## src/rtl/dmait_pkg.sv

```systemverilog
package dmait_pkg;
    localparam int NUM_GROUPS = 4;

    typedef enum logic [2:0] {
        A_CTRL       = 3'd0,
        A_SW_BURST   = 3'd1,
        A_SW_SINGLE  = 3'd2,
        A_SW_LBURST  = 3'd3,
        A_SW_LSINGLE = 3'd4,
        A_TO_CLR     = 3'd5,
        A_TO_TC      = 3'd6,
        A_TO_INT     = 3'd7
    } dmait_addr_e;
endpackage

```

## src/rtl/dmait_regs.sv

```systemverilog
module dmait_regs
    import dmait_pkg::*;
#(
    parameter int NREQ = 16,
    parameter int AW   = 8,
    parameter int DW   = 32
) (
    input  logic                                 clk,
    input  logic                                 rst_n,
    input  logic                                 wr_en,
    input  logic [AW-1:0]                        addr,
    input  logic [DW-1:0]                        wdata,
    output logic                                 test_mode,
    output logic [NUM_GROUPS-1:0][NREQ-1:0]      sw_req,
    output logic [NREQ-1:0]                      to_clr,
    output logic [NREQ-1:0]                      to_tc,
    output logic [1:0]                           to_int
);
    typedef struct packed {
        logic                            test;
        logic [NUM_GROUPS-1:0][NREQ-1:0] sw;
        logic [NREQ-1:0]                 clr;
        logic [NREQ-1:0]                 tc;
        logic [1:0]                      irq;
    } regs_t;

    regs_t st_d, st_q;
    logic  in_range;

    assign in_range = ((addr >> 3) == '0);

    always_comb begin
        st_d = st_q;
        if (wr_en && in_range) begin
            case (dmait_addr_e'(addr[2:0]))
                A_CTRL:       st_d.test  = wdata[0];
                A_SW_BURST:   st_d.sw[0] = wdata[NREQ-1:0];
                A_SW_SINGLE:  st_d.sw[1] = wdata[NREQ-1:0];
                A_SW_LBURST:  st_d.sw[2] = wdata[NREQ-1:0];
                A_SW_LSINGLE: st_d.sw[3] = wdata[NREQ-1:0];
                A_TO_CLR:     st_d.clr   = wdata[NREQ-1:0];
                A_TO_TC:      st_d.tc    = wdata[NREQ-1:0];
                A_TO_INT:     st_d.irq   = wdata[1:0];
                default:      st_d       = st_q;
            endcase
        end
    end

    always_ff @(posedge clk or negedge rst_n) begin
        if (!rst_n) st_q <= '0;
        else        st_q <= st_d;
    end

    assign test_mode = st_q.test;
    assign sw_req    = st_q.sw;
    assign to_clr    = st_q.clr;
    assign to_tc     = st_q.tc;
    assign to_int    = st_q.irq;
endmodule

```

## src/rtl/dmait_req_merge.sv

```systemverilog
module dmait_req_merge #(
    parameter int NREQ = 16
) (
    input  logic [NREQ-1:0] hw_req,
    input  logic [NREQ-1:0] sw_req,
    output logic [NREQ-1:0] merged
);
    always_comb merged = hw_req | sw_req;
endmodule

```

## src/rtl/dmait_out_mux.sv

```systemverilog
module dmait_out_mux #(
    parameter int NREQ = 16
) (
    input  logic            test_mode,
    input  logic [NREQ-1:0] core_clr,
    input  logic [NREQ-1:0] core_tc,
    input  logic            core_err,
    input  logic            core_tcint,
    input  logic [NREQ-1:0] to_clr,
    input  logic [NREQ-1:0] to_tc,
    input  logic [1:0]      to_int,
    output logic [NREQ-1:0] pin_clr,
    output logic [NREQ-1:0] pin_tc,
    output logic            pin_err,
    output logic            pin_tcint,
    output logic            pin_any
);
    always_comb begin
        if (test_mode) begin
            pin_clr   = to_clr;
            pin_tc    = to_tc;
            pin_err   = to_int[0];
            pin_tcint = to_int[1];
        end else begin
            pin_clr   = core_clr;
            pin_tc    = core_tc;
            pin_err   = core_err;
            pin_tcint = core_tcint;
        end
        pin_any = pin_err | pin_tcint;
    end
endmodule

```

## src/rtl/dmait_top.sv

```systemverilog
module dmait_top
    import dmait_pkg::*;
#(
    parameter int NREQ = 16,
    parameter int AW   = 8,
    parameter int DW   = 32
) (
    input  logic            clk,
    input  logic            rst_n,
    input  logic            reg_wr_en,
    input  logic [AW-1:0]   reg_addr,
    input  logic [DW-1:0]   reg_wdata,
    output logic [DW-1:0]   reg_rdata,
    input  logic [NREQ-1:0] hw_burst_req,
    input  logic [NREQ-1:0] hw_single_req,
    input  logic [NREQ-1:0] hw_lburst_req,
    input  logic [NREQ-1:0] hw_lsingle_req,
    output logic [NREQ-1:0] core_burst_req,
    output logic [NREQ-1:0] core_single_req,
    output logic [NREQ-1:0] core_lburst_req,
    output logic [NREQ-1:0] core_lsingle_req,
    input  logic [NREQ-1:0] core_clr_ack,
    input  logic [NREQ-1:0] core_tc,
    input  logic            core_int_err,
    input  logic            core_int_tc,
    output logic [NREQ-1:0] pin_clr_ack,
    output logic [NREQ-1:0] pin_tc,
    output logic            pin_int_err,
    output logic            pin_int_tc,
    output logic            pin_int_any
);
    logic                            test_mode;
    logic [NUM_GROUPS-1:0][NREQ-1:0] sw_req;
    logic [NUM_GROUPS-1:0][NREQ-1:0] hw_all;
    logic [NUM_GROUPS-1:0][NREQ-1:0] merged;
    logic [NREQ-1:0]                 to_clr, to_tc;
    logic [1:0]                      to_int;
    logic                            rd_in_range;

    dmait_regs #(.NREQ(NREQ), .AW(AW), .DW(DW)) u_regs (
        .clk(clk), .rst_n(rst_n), .wr_en(reg_wr_en), .addr(reg_addr),
        .wdata(reg_wdata), .test_mode(test_mode), .sw_req(sw_req),
        .to_clr(to_clr), .to_tc(to_tc), .to_int(to_int)
    );

    assign hw_all = {hw_lsingle_req, hw_lburst_req, hw_single_req, hw_burst_req};

    for (genvar g = 0; g < NUM_GROUPS; g++) begin : g_merge
        dmait_req_merge #(.NREQ(NREQ)) u_merge (
            .hw_req(hw_all[g]), .sw_req(sw_req[g]), .merged(merged[g])
        );
    end

    assign core_burst_req   = merged[0];
    assign core_single_req  = merged[1];
    assign core_lburst_req  = merged[2];
    assign core_lsingle_req = merged[3];

    dmait_out_mux #(.NREQ(NREQ)) u_mux (
        .test_mode(test_mode), .core_clr(core_clr_ack), .core_tc(core_tc),
        .core_err(core_int_err), .core_tcint(core_int_tc),
        .to_clr(to_clr), .to_tc(to_tc), .to_int(to_int),
        .pin_clr(pin_clr_ack), .pin_tc(pin_tc), .pin_err(pin_int_err),
        .pin_tcint(pin_int_tc), .pin_any(pin_int_any)
    );

    assign rd_in_range = ((reg_addr >> 3) == '0);

    always_comb begin
        reg_rdata = '0;
        if (rd_in_range) begin
            case (dmait_addr_e'(reg_addr[2:0]))
                A_CTRL:       reg_rdata[0]      = test_mode;
                A_SW_BURST:   reg_rdata[NREQ-1:0] = merged[0];
                A_SW_SINGLE:  reg_rdata[NREQ-1:0] = merged[1];
                A_SW_LBURST:  reg_rdata[NREQ-1:0] = merged[2];
                A_SW_LSINGLE: reg_rdata[NREQ-1:0] = merged[3];
                A_TO_CLR:     reg_rdata[NREQ-1:0] = pin_clr_ack;
                A_TO_TC:      reg_rdata[NREQ-1:0] = pin_tc;
                A_TO_INT:     reg_rdata[1:0]    = {pin_int_tc, pin_int_err};
                default:      reg_rdata         = '0;
            endcase
        end
    end
endmodule

```

## config.mk

```make
export PLATFORM = sky130hd
export DESIGN_NAME = dmait_top
export DESIGN_NICKNAME = d
export VERILOG_FILES = /design/src/rtl/dmait_pkg.sv /design/src/rtl/dmait_regs.sv /design/src/rtl/dmait_req_merge.sv /design/src/rtl/dmait_out_mux.sv /design/src/rtl/dmait_top.sv
export SDC_FILE = /design/constraint.sdc
export NUM_CORES = 1
export LEC_CHECK = 0
export BUFFER_PORTS_ARGS = -buffer_cell sky130_fd_sc_hd__buf_2
export CAP_MARGIN = 20
export CORE_UTILIZATION = 47
export DETAILED_ROUTE_END_ITERATION = 8
export PLACE_DENSITY = 0.81
export SLEW_MARGIN = 0
export SYNTH_ARGS = -nofsm -noshare
export SYNTH_HDL_FRONTEND = slang
export SYNTH_SLANG_ARGS = --single-unit
```

## constraint.sdc

```tcl
create_clock -name clk -period 2.9 [get_ports clk]
set_clock_uncertainty 0.05 [all_clocks]
set_input_delay 0.435 -clock clk [delete_from_list [all_inputs] [get_ports clk]]
set_output_delay 0.435 -clock clk [all_outputs]
set_load 0.005 [all_outputs]
```

==> Word-level counts from Yosys, hierarchy flattened <==
Cells that the tools add are included.
{ "totals": {"regBits": 99, "inputBits": 141, "out_inout_bits": 131, "wordCells": 39} }
{ "classes": {"n_eq_ne": 7, "mux": 8, "bitwise": 5, "n_reduce_logical": 11} }
{ "op_table": {"columns": ["cell", "n"], "rows": [
  ["$pmux 14 s6", 1],
  ["$or 16x16->16", 4],
  ["$mux 16", 3],
  ["$reduce_and 2->1", 8],
  ["$eq 3x3->1 const B", 4],
  ["$logic_not 8->1", 1],
  ["$pmux 1 s8", 1],
  ["$pmux 1 s7", 1],
  ["$eq 3x2->1 const B", 2],
  ["$eq 3x1->1 const B", 1],
  ["$logic_not 3->1", 1],
  ["$mux 1", 2],
  ["$logic_and 1x1->1", 1],
  ["$or 1x1->1", 1]
]} }

==> Depth between registers and ports, before layout <==
{ "logic_depth": {"word_depth": 3, "mapped_depth": 6, "depth_no_buf": 4} }

==> Hierarchy <==
Synthesis repeated with hierarchy kept, for this count alone.
{ "unflattened": {"hier_cells": 462, "hier_area_um2": 5880.6} }
{ "modules_own_cells": {"columns": ["mod", "instances", "cells_each", "area_each_um2"], "rows": [
  ["dmait_regs", 1, 218, 3788.6],
  ["dmait_top", 1, 139, 1118.6],
  ["dmait_out_mux", 1, 41, 573.0],
  ["dmait_req_merge", 4, 16, 100.1]
]} }

==> Worst setup path after synthesis <==
Ideal clock, no wire load.
{ "synth_timing": {"path_type": "reg-to-output", "from": "register u_regs.st_q, in the netlist u_regs.test_mode", "to": "output port reg_rdata[0]", "t_arrival_ns": 1.739, "required_ns": 2.415, "path_slack_ns": 0.676, "path_stages_with_launch": 6, "path_buffers": 1, "cell_sequence": "dfrtp_1 > buf_1 > mux4_2 > a22o_1 > a221oi_1 > nor2_1"} }
{ "synth_between": {"elab_chain_cells": 3, "elab_cells_between_ends": 5, "classes_between": "5 x mux"} }
{ "synth_rtl": {"columns": ["item", "line_no", "rtl"], "rows": [
  ["start: declaration", "dmait_regs.sv:27", "regs_t st_d, st_q;"],
  ["start signal: assignment", "dmait_regs.sv:51", "else st_q <= st_d;"],
  ["$mux 1 or $mux 16 (tied branches)", "dmait_out_mux.sv:19", "if (test_mode) begin"],
  ["$pmux 1 s8 (*)", "dmait_top.sv:72", "case (dmait_addr_e'(reg_addr[2:0]))"],
  ["$mux 16 (*)", "dmait_top.sv:71", "if (rd_in_range) begin"],
  ["end: declaration", "dmait_top.sv:13", "output logic [DW-1:0] reg_rdata,"]
]} }
Every way passes the cells marked *; elsewhere a longest branch is shown, timed or not.

==> Final worst setup path <==
{ "layout_timing": {"from": "register u_regs.st_q, in the netlist u_regs.test_mode", "to": "output port reg_rdata[7]"} }
{ "layout_between": {"elab_chain_cells": 3, "elab_cells_between_ends": 4, "classes_between": "4 x mux"} }
{ "layout_rtl": {"columns": ["item", "line_no"], "rows": [
  ["$mux 16", "dmait_out_mux.sv:19"],
  ["$pmux 14 s6 (*)", "dmait_top.sv:72"],
  ["$mux 16 (*)", "dmait_top.sv:71"]
]} }
Marks and branches as above.

==> results by group <==
Clock tree
  • Hold Buf Count CTS: 0
  • Worst-path clk slew: 0.08 ns
  • Clk_lat worst skew: 0.32 ns
  • CTS resizes: 0
  • H-tree Lvls: 3
  • CTS tree: yes
  • Clock tree buffer depth: 2
  • Setup Buffers After CTS: 0
  • Clk root buf: clkbuf_16
  • Num CTS Buffers: 9
  • Clk sinks: 99

Synth
  • Yosys reg bits: 99
  • Syn. warnings: 0
  • Adder-Cell Fraction of Synth Area: 0%
  • Distinct cells, synth: 50
  • Fraction of registers with async set/reset: 100%
  • Post-synthesis cell count: 470
  • Post-Syn Area: 5600 µm²
  • Seq/Total Area, Yosys: around 44%
  • Synth area leaders: dfrtp_1 (44%), mux2_2 (22%), mux2_4 (5.4%)
  • EDFF count, synth: 0
  • Main combinational cell family by area after synthesis: multiplexers
  • Synth area leader: dfrtp_1
  • Mux share of post-synthesis cell area: 28.9%
  • Simple-gate share of the synthesized area: a little under an eighth
  • Yosys top cell area share: between 40% and 50%
  • Post-synthesis compound-gate area fraction: 8.53%
  • Top_reg_cell synth: dfrtp_1
  • XOR/XNOR Fraction of Synth Area: 0%
  • Mean post-synth cell area: ~12 µm²

Timing
  • Hold_ws: 0.0908 ns
  • Unrepaired setup endpoints after global routing: no
  • Max Slew Vio Count: 0
  • Slew Limit Headroom: 48.9%
  • Tightest Pin Transition: 0.765 ns
  • FMAX: 0.362 GHz
  • Final Critical Period: 2.76 ns
  • Final hold violation count: 0
  • Post-route clock period utilization: 95.3%
  • TNS Setup: 0 ns
  • Setup violations, final: 0

Final layout
  • NumNets Final: 853
  • Layout cell share with drive strength beyond 1: 63.0%
  • N_diodes: 0
  • Area grow syn2layout: 28.8%
  • Commonest non-fill, non-tap cell in the layout: buf_2
  • Commonest cells after routing, fill and taps aside: buf_2 (238), mux2_2 (111), dfrtp_1 (98)
  • # fillers: 937

Global routing
  • Total GRT Usage: 28.1%
  • Pin count of the biggest net entering global routing: 59
  • First-pass GRT wire length: ~27 mm
  • Number of global-route vias before repair: about 5000
  • Remaining global-route overflow: 0
  • Initial antenna violation count: 0

Placement
  • Port bufs: 239
  • Routability cong.: 0.911
  • DP HPWL: approximately 13 mm

Route
  • Wl on met1: 6.98 mm
  • TritonRoute pass-1 iters: 7
  • Total wire length: between 15 and 20 mm
  • Vias per inst: 5.57
  • Routed WL per cell: 20.0 µm
  • Routed wl met3: 1.00 mm
  • Met2 WL post-DR: 8.82 mm
  • DR top layer: met4
  • DRC Markers: 30
  • Final ANT Viol Nets: 0
  • Routed vias: 4786
  • Iteration-0 DRC Markers: 293

Power and ir drop
  • Sequential fraction of design power: 45.9%
  • Clock power frac: 37.5%
  • Internal Power: between 0.002 and 0.0025 W
  • Sw power: 0.000841 W
  • Switch share: 25.9%
  • Peak supply drop: 342 µV
  • Pleak: approximately 4.0 nW
  • Tot Pwr: 0.00324 W
  • Combinational power share: 16.5%
  • Power per cell area: between 400 and 500 nW/µm²

Run status
  • Violated checks: DRC
  • Outcome: complete, but fails checks

Min path
  • Hold crit path type: in -> async

Die
  • Area of the core: 11500 µm²
  • Starting Density: 48.6%
  • Die width: 111 µm
  • DIE HEIGHT: around 110 µm
  • # IOs: 272
  • # rows: 39
  • Die area: 12400 µm²

Critical path
  • Worst reg2reg path depth: 2
  • CP max FO: 15
  • Largest stage delay on the critical path: between 0.6 and 0.7 ns
  • CP Cell Sequence: buf_4, mux2_2, a221oi_1, a21boi_0, buf_2
  • Worst Path Arrival: 2.28 ns
  • Kind of critical path: reg -> out
  • Req. time, crit path: 2.41 ns
  • Critical Path Sink Type: output pin
  • Startpoint Class: flop
  • Crit-path slowest cell: dfrtp_2

Run
  • # Max-Cap Violations: 0
area by class of cell:
cell class / instances / area [µm²] / share of cell area [%]
repair buffers: 255 / 1330 / 18.4
multi-input cells: 312 / 2790 / 38.7
clock inverters: 7 / 80.1 / 1.11
inverters: 35 / 131 / 1.82
clock buffers: 9 / 225 / 3.12
well taps: 143 / 179 / 2.48
flip-flops and latches: 99 / 2480 / 34.4
per-layer routing:
metal | vias to the layer above | track usage (%)
li1 | 2131 | -
met1 | 2386 | 35.3
met2 | 237 | 49.7
met3 | 32 | 3.34
met4 | 0 | 9.91
met5 | - | 0
worst max-delay path: cells and delay by family, from the launching register on:
family,cells,cell delay [ns]
muxes,1,0.38
buffers and inverters,2,0.44
DFF,1,0.61
AOI/OAI and AO/OA,2,0.52
state kept, by name, indices dropped and copies added, names as in the netlist:
register          flops
u_regs.sw_req        64
u_regs.to_clr        16
u_regs.test_mode      1
u_regs.to_int         2
u_regs.to_tc         16
final timing paths:
| path | end | slack, ns | from |
|---|---|---|---|
| hold reg to reg | u_regs.to_clr[13]$_DFFE_PN0P_ | 0.46 | u_regs.to_clr[13]$_DFFE_PN0P_ |
| setup / recovery | reg_rdata[7] | 0.14 | u_regs.test_mode$_DFFE_PN0P_ |
| hold / removal | u_regs.to_clr[9]$_DFFE_PN0P_ | 0.09 | rst_n |
| setup reg to reg | u_regs.test_mode$_DFFE_PN0P_ | 1.62 | u_regs.test_mode$_DFFE_PN0P_ |
| max in group asynchronous | u_regs.sw_req[47]$_DFFE_PN0P_ | 2.01 | rst_n |
| min in group clk | u_regs.sw_req[9]$_DFFE_PN0P_ | 0.34 | reg_wdata[9] |
synth_stat cells, types with 5 or more instances:
cell type	n
nand2b_1	5
nor2_1	31
a32oi_1	10
a221oi_1	12
or2_2	36
o22ai_1	14
buf_2	7
mux2_2	111
buf_4	17
dfrtp_1	99
mux2_4	20
inv_1	33
a21boi_0	13
clkbuf_1	9
power by group through the flow:
stage / Sequential (W) / Combinational (W) / Clock (W)
3_3_place_gp: 0.00151 / 0.000512 / 0
3_5_place_dp: 0.00152 / 0.000532 / 0
6_report: 0.00149 / 0.000536 / 0.00122
4_1_cts: 0.00149 / 0.000535 / 0.00124
2_1_floorplan: 0.00149 / 0.000294 / 0
5_1_grt: 0.00150 / 0.000582 / 0.00130
cells by family after synthesis:
logic type,after synthesis
AOI/OAI and AO/OA,62
other,1
and+or+nand+nor,99
DFF,99
buffers and inverters,74
muxes,135
stage by stage:
step | util, % | setup slack (ns) | instance area (µm²) | cells
4_1_cts | 62.7 | 0.116 | 7220 | 860
6_report | 62.7 | 0.135 | 7220 | 860
2_1_floorplan | - | 0.676 | 5660 | 485
3_5_place_dp | 60.0 | 0.285 | 6910 | 844
5_1_grt | 62.7 | 0.0302 | 7220 | 860
3_3_place_gp | 60.0 | 0.338 | 6910 | 844
Note: power is estimated with default switching activity, not from simulation.
